$ cat src/rtl/mesi_pkg.sv
package mesi_pkg;

  typedef enum logic [1:0] {
    ST_INV = 2'b00,
    ST_SHR = 2'b01,
    ST_EXC = 2'b10,
    ST_MOD = 2'b11
  } line_st_e;

  typedef enum logic [1:0] {
    CMD_NONE = 2'b00,
    CMD_RD   = 2'b01,
    CMD_RDX  = 2'b10,
    CMD_INV  = 2'b11
  } bus_cmd_e;

endpackage

$ cat src/rtl/mesi_snoop_step.sv
module mesi_snoop_step
  import mesi_pkg::*;
(
  input  line_st_e cur_st,
  input  logic     snp_req,
  input  logic     snp_wr,
  output line_st_e post_st,
  output logic     supply,
  output logic     wback
);

  always_comb begin
    post_st = cur_st;
    supply  = 1'b0;
    wback   = 1'b0;
    if (snp_req && (cur_st != ST_INV)) begin
      // Only an owner of a private copy drives data; dirty data also goes to memory
      supply  = (cur_st == ST_EXC) || (cur_st == ST_MOD);
      wback   = (cur_st == ST_MOD);
      post_st = snp_wr ? ST_INV : ST_SHR;
    end
  end

endmodule

$ cat src/rtl/mesi_cpu_step.sv
module mesi_cpu_step
  import mesi_pkg::*;
(
  input  line_st_e cur_st,
  input  logic     cpu_req,
  input  logic     cpu_wr,
  input  logic     peer_shared,
  output line_st_e nxt_st,
  output bus_cmd_e cmd
);

  always_comb begin
    nxt_st = cur_st;
    cmd    = CMD_NONE;
    if (cpu_req) begin
      unique case (cur_st)
        ST_INV: begin
          if (cpu_wr) begin
            nxt_st = ST_MOD;
            cmd    = CMD_RDX;
          end else begin
            nxt_st = peer_shared ? ST_SHR : ST_EXC;
            cmd    = CMD_RD;
          end
        end
        ST_SHR: begin
          if (cpu_wr) begin
            nxt_st = ST_MOD;
            cmd    = CMD_INV;
          end
        end
        ST_EXC: begin
          if (cpu_wr) nxt_st = ST_MOD;
        end
        ST_MOD: begin
          nxt_st = ST_MOD;
        end
        default: begin
          nxt_st = ST_INV;
        end
      endcase
    end
  end

endmodule

$ cat src/rtl/mesi_line_ctrl.sv
module mesi_line_ctrl
  import mesi_pkg::*;
(
  input  logic       clk,
  input  logic       rst_n,
  input  logic       cpu_req,
  input  logic       cpu_wr,
  input  logic       snp_req,
  input  logic       snp_wr,
  input  logic       bus_shared,
  output logic [1:0] line_state,
  output logic [1:0] bus_cmd,
  output logic       supply_data,
  output logic       write_back
);

  // Reset synchronizer: assert asynchronously, release on the clock
  logic rst_meta_n;
  logic rst_sync_n;

  always_ff @(posedge clk or negedge rst_n) begin
    if (!rst_n) begin
      rst_meta_n <= 1'b0;
      rst_sync_n <= 1'b0;
    end else begin
      rst_meta_n <= 1'b1;
      rst_sync_n <= rst_meta_n;
    end
  end

  line_st_e state_q;
  line_st_e snoop_st;
  line_st_e proc_st;
  bus_cmd_e cmd_d;
  bus_cmd_e cmd_q;
  logic     supply_d;
  logic     supply_q;
  logic     wback_d;
  logic     wback_q;
  logic     state_en;

  // Snoop first, then the processor request on what the snoop left
  mesi_snoop_step u_snoop (
    .cur_st  (state_q),
    .snp_req (snp_req),
    .snp_wr  (snp_wr),
    .post_st (snoop_st),
    .supply  (supply_d),
    .wback   (wback_d)
  );

  mesi_cpu_step u_cpu (
    .cur_st      (snoop_st),
    .cpu_req     (cpu_req),
    .cpu_wr      (cpu_wr),
    .peer_shared (bus_shared),
    .nxt_st      (proc_st),
    .cmd         (cmd_d)
  );

  assign state_en = cpu_req | snp_req;

  always_ff @(posedge clk or negedge rst_sync_n) begin
    if (!rst_sync_n) begin
      state_q <= ST_INV;
    end else if (state_en) begin
      state_q <= proc_st;
    end
  end

  always_ff @(posedge clk or negedge rst_sync_n) begin
    if (!rst_sync_n) begin
      cmd_q    <= CMD_NONE;
      supply_q <= 1'b0;
      wback_q  <= 1'b0;
    end else begin
      cmd_q    <= cmd_d;
      supply_q <= supply_d;
      wback_q  <= wback_d;
    end
  end

  assign line_state  = state_q;
  assign bus_cmd     = cmd_q;
  assign supply_data = supply_q;
  assign write_back  = wback_q;

endmodule

$ cat config.mk
export PLATFORM = sky130hd
export DESIGN_NAME = mesi_line_ctrl
export DESIGN_NICKNAME = d
export VERILOG_FILES = /design/src/rtl/mesi_pkg.sv /design/src/rtl/mesi_snoop_step.sv /design/src/rtl/mesi_cpu_step.sv /design/src/rtl/mesi_line_ctrl.sv
export SDC_FILE = /design/constraint.sdc
export NUM_CORES = 1
export LEC_CHECK = 0
export ABC_AREA = 1
export BUFFER_PORTS_ARGS = -buffer_cell sky130_fd_sc_hd__buf_2
export CORE_AREA = 2 2 39 41
export CTS_CLUSTER_SIZE = 25
export DETAILED_ROUTE_END_ITERATION = 7
export DIE_AREA = 0 0 41 43
export PLACE_DENSITY = 0.52
export SKIP_LAST_GASP = 1
export SLEW_MARGIN = 20
export SYNTH_ARGS = -nofsm -noshare
export SYNTH_HDL_FRONTEND = slang
export SYNTH_SLANG_ARGS = --single-unit
$ cat constraint.sdc
create_clock -name clk -period 0.8 [get_ports clk]
set_clock_uncertainty 0.2 [all_clocks]
set_input_delay 0.16 -clock clk [delete_from_list [all_inputs] [get_ports clk]]
set_output_delay 0.16 -clock clk [all_outputs]
set_load 0.05 [all_outputs]
==> flow_results.xml, run 1 <==
<?xml version="1.0" encoding="UTF-8"?>
<metrics>
  <group name="setup_path">
    <metric name="critical_path_class" unit="">flip-flop to flip-flop</metric>
    <metric name="worstSetupEndpointType" unit="">flip-flop</metric>
    <metric name="crit_path_top_delay_cell" unit="">sky130_fd_sc_hd__dfrtp_2</metric>
    <metric name="r2r-end" unit="">line_state[1]</metric>
    <metric name="critical_path.top_delay_family" unit="">simple AND/OR/NAND/NOR gates</metric>
    <metric name="cp_startpoint_kind" unit="">flip-flop</metric>
    <metric name="crit_path_frequent_cell" unit="">sky130_fd_sc_hd__o21ai_1</metric>
    <metric name="number_of_buffers_and_inverters_on_the_critical_path" unit="">2</metric>
    <metric name="critPathArrivalTime" unit="ns">1.56</metric>
    <metric name="worst-path-max-fanout" unit="">3</metric>
    <metric name="worstRegToRegCells" unit="">9</metric>
    <metric name="reg2reg_slack" unit="ns">-0.79</metric>
    <metric name="critical_path.cell_chain" unit="">inv_2 &gt; or2_1 &gt; nand2_2 &gt; inv_4 &gt; ha_4 &gt; o21ai_1 &gt; nand2_1 &gt; nand3_1 &gt; o21ai_1</metric>
    <metric name="critical-path-max-stage-delay" unit="ns">0.36</metric>
    <metric name="crit_required" unit="ns">0.77</metric>
    <metric name="critical_path.reg2reg.startpoint" unit="">line_state[0]</metric>
  </group>
  <group name="detailed_routing">
    <metric name="drt_wl_total" unit="um">765</metric>
    <metric name="route.detailed.vias_per_inst" unit="">4.110</metric>
    <metric name="dr_total_vias" unit="">374</metric>
    <metric name="drt_first_iter_violations" unit="">2</metric>
    <metric name="route.antenna.remaining_nets" unit="">0</metric>
    <metric name="drc" unit="">0</metric>
    <metric name="wl_per_cell" unit="um">8.407</metric>
    <metric name="detailedRoute.firstPassIterationCount" unit="">2</metric>
  </group>
  <group name="logic_synthesis">
    <metric name="synth_most_common_cell" unit="">sky130_fd_sc_hd__nand2_1</metric>
    <metric name="share_of_the_synthesized_area_in_the_top_cell_type" unit="">0.5063</metric>
    <metric name="yosys_register_bits" unit="">8</metric>
    <metric name="ys_async_rst_share" unit="">1.000</metric>
    <metric name="postSynthCellCount" unit="">47</metric>
    <metric name="synth_flop_cell" unit="">sky130_fd_sc_hd__dfrtp_1</metric>
    <metric name="synth_nets" unit="">58</metric>
    <metric name="synth.yosys.seq_area_share" unit="">0.5063</metric>
    <metric name="leading_post_synthesis_cells_by_instance_count" unit="">9 x sky130_fd_sc_hd__nand2_1, 8 x sky130_fd_sc_hd__dfrtp_1, 8 x sky130_fd_sc_hd__inv_1</metric>
    <metric name="synth_top_cells_by_area" unit="">sky130_fd_sc_hd__dfrtp_1 51%, sky130_fd_sc_hd__ha_1 13%, sky130_fd_sc_hd__nand2_1 8.5%</metric>
    <metric name="synth_edf_count" unit="">0</metric>
    <metric name="synth_cell_type_count" unit="">11</metric>
    <metric name="mappedNetlistArea" unit="sq um">395.4</metric>
    <metric name="synth.largest_area_cell" unit="">sky130_fd_sc_hd__dfrtp_1</metric>
    <metric name="syn-mean-instance-area" unit="sq um">8.412</metric>
    <metric name="synth_warnings" unit="">0</metric>
  </group>
  <group name="clocking">
    <metric name="clkTransAtPathRegs" unit="ns">0.06</metric>
    <metric name="cts_tree" unit="">built</metric>
    <metric name="cts_hold_buffers" unit="">1</metric>
    <metric name="worstSkewPairLatency" unit="ns">0.25</metric>
    <metric name="max-clock-path-buffers" unit="">2</metric>
    <metric name="cts_num_sinks" unit="">8</metric>
    <metric name="master_cell_of_the_clock_root_buffer" unit="">sky130_fd_sc_hd__clkbuf_4</metric>
    <metric name="h-tree-depth" unit="">1</metric>
    <metric name="cts_buffers" unit="">3</metric>
  </group>
  <group name="sta">
    <metric name="period_needed" unit="ns">1.591</metric>
    <metric name="report.final.setup_viol" unit="">12</metric>
    <metric name="hold_ws" unit="ns">-0.1172</metric>
    <metric name="final.period_utilization" unit="">1.989</metric>
    <metric name="timing.final.ws_setup" unit="ns">-0.7910</metric>
    <metric name="clock.fmax" unit="MHz">628.5</metric>
    <metric name="slew_viol_final" unit="">0</metric>
    <metric name="hold_viol_final" unit="">8</metric>
    <metric name="rsz_0062_raised_after_global_routing" unit="">true</metric>
  </group>
  <group name="power">
    <metric name="power.sequential.fraction" unit="">0.303</metric>
    <metric name="power.switching" unit="mW">0.6117</metric>
    <metric name="power.leakage" unit="nW">0.3623</metric>
    <metric name="clock_power_share" unit="">0.197</metric>
    <metric name="power.internal" unit="mW">1.047</metric>
    <metric name="netSwitchingFraction" unit="">0.3688</metric>
    <metric name="power_density" unit="nW/um^2">2359</metric>
    <metric name="finalPower" unit="mW">1.659</metric>
    <metric name="ir_worst_vdd" unit="uV">855.1</metric>
    <metric name="pwr-share-comb" unit="">0.500</metric>
  </group>
  <group name="worst_hold_path">
    <metric name="worst_hold_path_type" unit="">flip-flop to asynchronous set/reset pin</metric>
  </group>
  <group name="floorplanning">
    <metric name="boundaryPins" unit="">13</metric>
    <metric name="core.rowCount" unit="">14</metric>
    <metric name="starting_density_of_the_core" unit="">0.2857</metric>
    <metric name="die_width" unit="um">41</metric>
    <metric name="coreArea" unit="sq um">1384</metric>
    <metric name="die-height" unit="um">43</metric>
    <metric name="floorplan.die_area" unit="sq um">1763</metric>
  </group>
  <group name="job">
    <metric name="max-cap-violations" unit="">0</metric>
  </group>
  <group name="cells_and_area">
    <metric name="count_of_antenna_diodes_in_the_layout" unit="">0</metric>
    <metric name="synthToLayoutAreaGrowth" unit="%">77.85</metric>
    <metric name="layout-drive-gt1-share" unit="">0.5733</metric>
    <metric name="final-instance-count-excl-fill" unit="">91</metric>
    <metric name="fillerInstances" unit="">131</metric>
    <metric name="final_area" unit="sq um">703.2</metric>
    <metric name="final_net_count" unit="">87</metric>
  </group>
  <group name="placement">
    <metric name="gp_congestion" unit="">0.6898</metric>
    <metric name="placed_cells" unit="">82</metric>
    <metric name="detailedPlacementHpwl" unit="um">619.6</metric>
    <metric name="port_buffers" unit="">12</metric>
    <metric name="postPlaceCellArea" unit="sq um">565.5</metric>
  </group>
  <group name="global_route">
    <metric name="grt_pass1_wl" unit="mm">1.366</metric>
    <metric name="initial_antenna_violation_count" unit="">0</metric>
    <metric name="via_count_of_the_first_global_routing_pass" unit="">387</metric>
    <metric name="grt_start_max_net_pins" unit="">7</metric>
    <metric name="grt_util_all_layers" unit="">0.1191</metric>
    <metric name="grt_remaining_overflow" unit="">0</metric>
  </group>
  <group name="run_status">
    <metric name="outcome" unit="">finished, violations left</metric>
    <metric name="violations_in_the_final_reports" unit="">hold timing, setup timing</metric>
  </group>
</metrics>
[cell type report]
cell class	count	area [sq um]	area share
multi-input combinational	31	215.2	0.3060
tap	16	20.02	0.02847
inverter	8	32.53	0.04626
sequential	8	207.7	0.2954
clock buffer	4	26.28	0.03737
timing repair buffer	24	201.4	0.2865
[how the worst max path moves through the flow]
| stage | startpoint | to | cells after the start |
|---|---|---|---|
| 2_1_floorplan | line_state[0] | line_state[1] | 9 |
| 3_3_place_gp | line_state[0] | line_state[1] | 9 |
| 3_5_place_dp | line_state[0] | line_state[1] | 9 |
| 4_1_cts | line_state[0] | line_state[1] | 9 |
| 5_1_grt | line_state[0] | line_state[1] | 9 |
| 6_report | line_state[0] | line_state[1] | 9 |
[logic make-up (layout without fill, tap and decap cells)]
kind of cell	count (synthesis)	after routing	synth area share
adder cells (fa/ha/maj)	4	4	0.1266
other	1	1	0.009485
AO/OA/AOI/OAI	4	4	0.05061
buffers and inverters	8	36	0.07595
flip-flops	8	8	0.5063
AND/OR/NAND/NOR	22	22	0.2310
[power groups by stage]
stage	logic [mW]	registers [mW]	clock network, mW
after floorplan	0.252	0.681	0
after global placement	0.618	0.499	0
after detailed placement	0.621	0.499	0
after CTS	0.779	0.500	0.341
after global routing	0.901	0.510	0.372
final	0.830	0.502	0.327
[placed cells by master, fill, tap and decap left out, drive strengths merged]
master,n
ha,4
nor3,1
dlygate4sd3,1
conb,1
buf,23
nor2,7
nand2,9
dfrtp,8
a21oi,1
inv,8
o21ai,3
clkbuf,4
or2,1
nand3,4
[registers in the layout, indices dropped and copies added (netlist names)]
register	cells
bus_cmd	2
supply_data	1
rst_sync_n	1
write_back	1
rst_meta_n	1
line_state	2
[stage by stage]
stage | util | setup WS [ns] | setup TNS [ns]
2_1_floorplan | - | -0.9206 | -3.986
3_3_place_gp | 0.4087 | -0.7825 | -4.100
3_5_place_dp | 0.4087 | -0.7932 | -4.094
4_1_cts | 0.4901 | -0.7968 | -5.713
5_1_grt | 0.5081 | -0.8681 | -6.303
6_report | 0.5081 | -0.7910 | -5.766
[metal layers]
metal / GRT usage / part of all wire / up-vias
li1: - / - / 198
met1: 0.1144 / 0.41 / 164
met2: 0.1938 / 0.53 / 10
met3: 0.03141 / 0.042 / 2
met4: 0.1000 / 0.016 / 0
met5: 0 / 0 / -
[what timing repair did]
| action | in CTS | in global routing |
|---|---|---|
| setup buffers | 2 | 2 |
| endpoints found under the setup margin | 12 | 12 |
| endpoints found under the hold margin | 11 | 7 |
| pin swaps | 6 | 3 |
| resized for setup | 18 | 5 |
No activity file was read; power rests on OpenSTA's default activity.
==> inputs of run 2 (changes only) <==
--- a/config.mk
+++ b/config.mk
@@ -12,6 +12,7 @@
 export DETAILED_ROUTE_END_ITERATION = 7
 export DIE_AREA = 0 0 41 43
 export PLACE_DENSITY = 0.52
+export SKIP_CTS_REPAIR_TIMING = 1
 export SKIP_LAST_GASP = 1
 export SLEW_MARGIN = 20
 export SYNTH_ARGS = -nofsm -noshare
==> flow_results.xml, run 2 (synthesis results as in run 1) <==
<?xml version="1.0" encoding="UTF-8"?>
<metrics>
  <group name="run_status">
    <metric name="outcome" unit="">finished, violations left</metric>
    <metric name="violations_in_the_final_reports" unit="">hold timing, setup timing</metric>
  </group>
  <group name="floorplanning">
    <metric name="boundaryPins" unit="">13</metric>
    <metric name="floorplan.die_area" unit="sq um">1763</metric>
    <metric name="coreArea" unit="sq um">1384</metric>
    <metric name="starting_density_of_the_core" unit="">0.2857</metric>
    <metric name="die-height" unit="um">43</metric>
    <metric name="core.rowCount" unit="">14</metric>
    <metric name="die_width" unit="um">41</metric>
  </group>
  <group name="cells_and_area">
    <metric name="most_common_cell_after_layout_fill_and_taps_aside" unit="">sky130_fd_sc_hd__buf_4</metric>
    <metric name="final-instance-count-excl-fill" unit="">90</metric>
    <metric name="most-common-layout-cells" unit="">8 x sky130_fd_sc_hd__buf_4, 7 x sky130_fd_sc_hd__nand2_1, 7 x sky130_fd_sc_hd__buf_6</metric>
    <metric name="layout-drive-gt1-share" unit="">0.5946</metric>
    <metric name="synthToLayoutAreaGrowth" unit="%">77.22</metric>
    <metric name="count_of_antenna_diodes_in_the_layout" unit="">0</metric>
    <metric name="finish.utilization" unit="">0.5063</metric>
    <metric name="final_net_count" unit="">86</metric>
  </group>
  <group name="clocking">
    <metric name="cts_num_sinks" unit="">8</metric>
    <metric name="worstSkewPairLatency" unit="ns">0.25</metric>
    <metric name="cts_buffers" unit="">3</metric>
    <metric name="h-tree-depth" unit="">1</metric>
    <metric name="max-clock-path-buffers" unit="">2</metric>
    <metric name="cts_tree" unit="">built</metric>
    <metric name="clkTransAtPathRegs" unit="ns">0.06</metric>
    <metric name="master_cell_of_the_clock_root_buffer" unit="">sky130_fd_sc_hd__clkbuf_4</metric>
  </group>
  <group name="setup_path">
    <metric name="critical_path.reg2reg.startpoint" unit="">line_state[0]</metric>
    <metric name="critical_path.cell_chain" unit="">inv_2 &gt; or2_1 &gt; nand2_2 &gt; inv_4 &gt; ha_4 &gt; o21ai_2 &gt; nand2_1 &gt; nand3_1 &gt; o21ai_1</metric>
    <metric name="reg2reg_slack" unit="ns">-0.80</metric>
    <metric name="critical_path.top_delay_family" unit="">simple AND/OR/NAND/NOR gates</metric>
    <metric name="crit_end" unit="">line_state[1]</metric>
    <metric name="number_of_buffers_and_inverters_on_the_critical_path" unit="">2</metric>
    <metric name="cp_startpoint_kind" unit="">flip-flop</metric>
    <metric name="crit_path_start" unit="">line_state[0]</metric>
    <metric name="critPathArrivalTime" unit="ns">1.57</metric>
    <metric name="worst-path-stages" unit="">9</metric>
    <metric name="worst-path-max-fanout" unit="">3</metric>
    <metric name="worstRegToRegCells" unit="">9</metric>
    <metric name="worstSetupEndpointType" unit="">flip-flop</metric>
    <metric name="crit_path_top_delay_cell" unit="">sky130_fd_sc_hd__dfrtp_2</metric>
    <metric name="critical-path-max-stage-delay" unit="ns">0.36</metric>
    <metric name="critical_path_class" unit="">flip-flop to flip-flop</metric>
    <metric name="crit_required" unit="ns">0.77</metric>
    <metric name="r2r-end" unit="">line_state[1]</metric>
  </group>
  <group name="sta">
    <metric name="report.final.setup_viol" unit="">12</metric>
    <metric name="clock.fmax" unit="MHz">626.8</metric>
    <metric name="period_needed" unit="ns">1.595</metric>
    <metric name="timing.final.ws_setup" unit="ns">-0.7953</metric>
    <metric name="hold_ws" unit="ns">-0.1211</metric>
    <metric name="final.period_utilization" unit="">1.994</metric>
    <metric name="rsz_0062_raised_after_global_routing" unit="">true</metric>
    <metric name="hold_viol_final" unit="">8</metric>
    <metric name="slew_viol_final" unit="">0</metric>
  </group>
  <group name="global_route">
    <metric name="grt_start_max_net_pins" unit="">7</metric>
    <metric name="initial_antenna_violation_count" unit="">0</metric>
    <metric name="grt_util_all_layers" unit="">0.1171</metric>
    <metric name="grt_remaining_overflow" unit="">0</metric>
    <metric name="grt_pass1_wl" unit="mm">1.338</metric>
    <metric name="via_count_of_the_first_global_routing_pass" unit="">382</metric>
  </group>
  <group name="placement">
    <metric name="port_buffers" unit="">12</metric>
    <metric name="dpl_worst_slack" unit="ns">-0.7932</metric>
    <metric name="detailedPlacementHpwl" unit="um">619.6</metric>
    <metric name="placed_cells" unit="">82</metric>
    <metric name="gp_congestion" unit="">0.6898</metric>
  </group>
  <group name="detailed_routing">
    <metric name="met3RoutedLength" unit="um">36</metric>
    <metric name="wl_per_cell" unit="um">8.800</metric>
    <metric name="drt_wl_total" unit="um">792</metric>
    <metric name="wl_met1" unit="um">328</metric>
    <metric name="top_layer" unit="">met4</metric>
    <metric name="detailedRoute.firstPassIterationCount" unit="">4</metric>
    <metric name="drt_first_iter_violations" unit="">3</metric>
    <metric name="dr_total_vias" unit="">383</metric>
    <metric name="route.detailed.vias_per_inst" unit="">4.256</metric>
    <metric name="route.met2.wl" unit="um">415</metric>
    <metric name="route.antenna.remaining_nets" unit="">0</metric>
    <metric name="drc" unit="">0</metric>
  </group>
  <group name="power">
    <metric name="ir_worst_vdd" unit="uV">848.0</metric>
    <metric name="power_density" unit="nW/um^2">2354</metric>
    <metric name="power.leakage" unit="nW">0.3576</metric>
    <metric name="finalPower" unit="mW">1.649</metric>
  </group>
  <group name="job">
    <metric name="max-cap-violations" unit="">0</metric>
  </group>
  <group name="worst_hold_path">
    <metric name="worst_hold_path_type" unit="">flip-flop to asynchronous set/reset pin</metric>
  </group>
</metrics>
## run 2: metal layers
metal / global-route usage / vias to the layer above
met5: 0 / -
met3: 0.03141 / 2
met2: 0.1844 / 12
li1: - / 195
met4: 0.1000 / 0
met1: 0.1176 / 174
## run 2: final cells by class
type / instances / area (sq um)
fill: 134 / 683.2
sequential: 8 / 207.7
clock buffer: 4 / 26.28
tap: 16 / 20.02
timing repair buffer: 23 / 193.9
inverter: 8 / 32.53
multi-input combinational: 31 / 220.2
## run 2: worst min-delay path by stage
stage,endpoint,cells past startpoint
after global placement,rst_meta_n,1
after floorplan,rst_meta_n,0
after CTS,rst_meta_n,1
after detailed placement,rst_meta_n,1
final,bus_cmd[1],0
after global routing,line_state[0],0
## run 2: per-stage QoR
| step | TNS (ns) | cell area (sq um) | hold slack, ns |
|---|---|---|---|
| floorplan | -3.986 | 432.9 | -0.3356 |
| detailed placement | -4.094 | 565.5 | -0.2523 |
| global route | -6.210 | 700.7 | -0.08615 |
| global placement | -4.100 | 565.5 | -0.2544 |
| finish | -5.729 | 700.7 | -0.1211 |
| CTS | -5.849 | 591.8 | -0.5204 |
## run 2: where the power goes
part	internal, mW	leakage [nW]	switching (mW)
clock network	0.191	0.0150	0.141
logic	0.372	0.250	0.445
registers	0.467	0.0928	0.0337
total	1.03	0.358	0.619
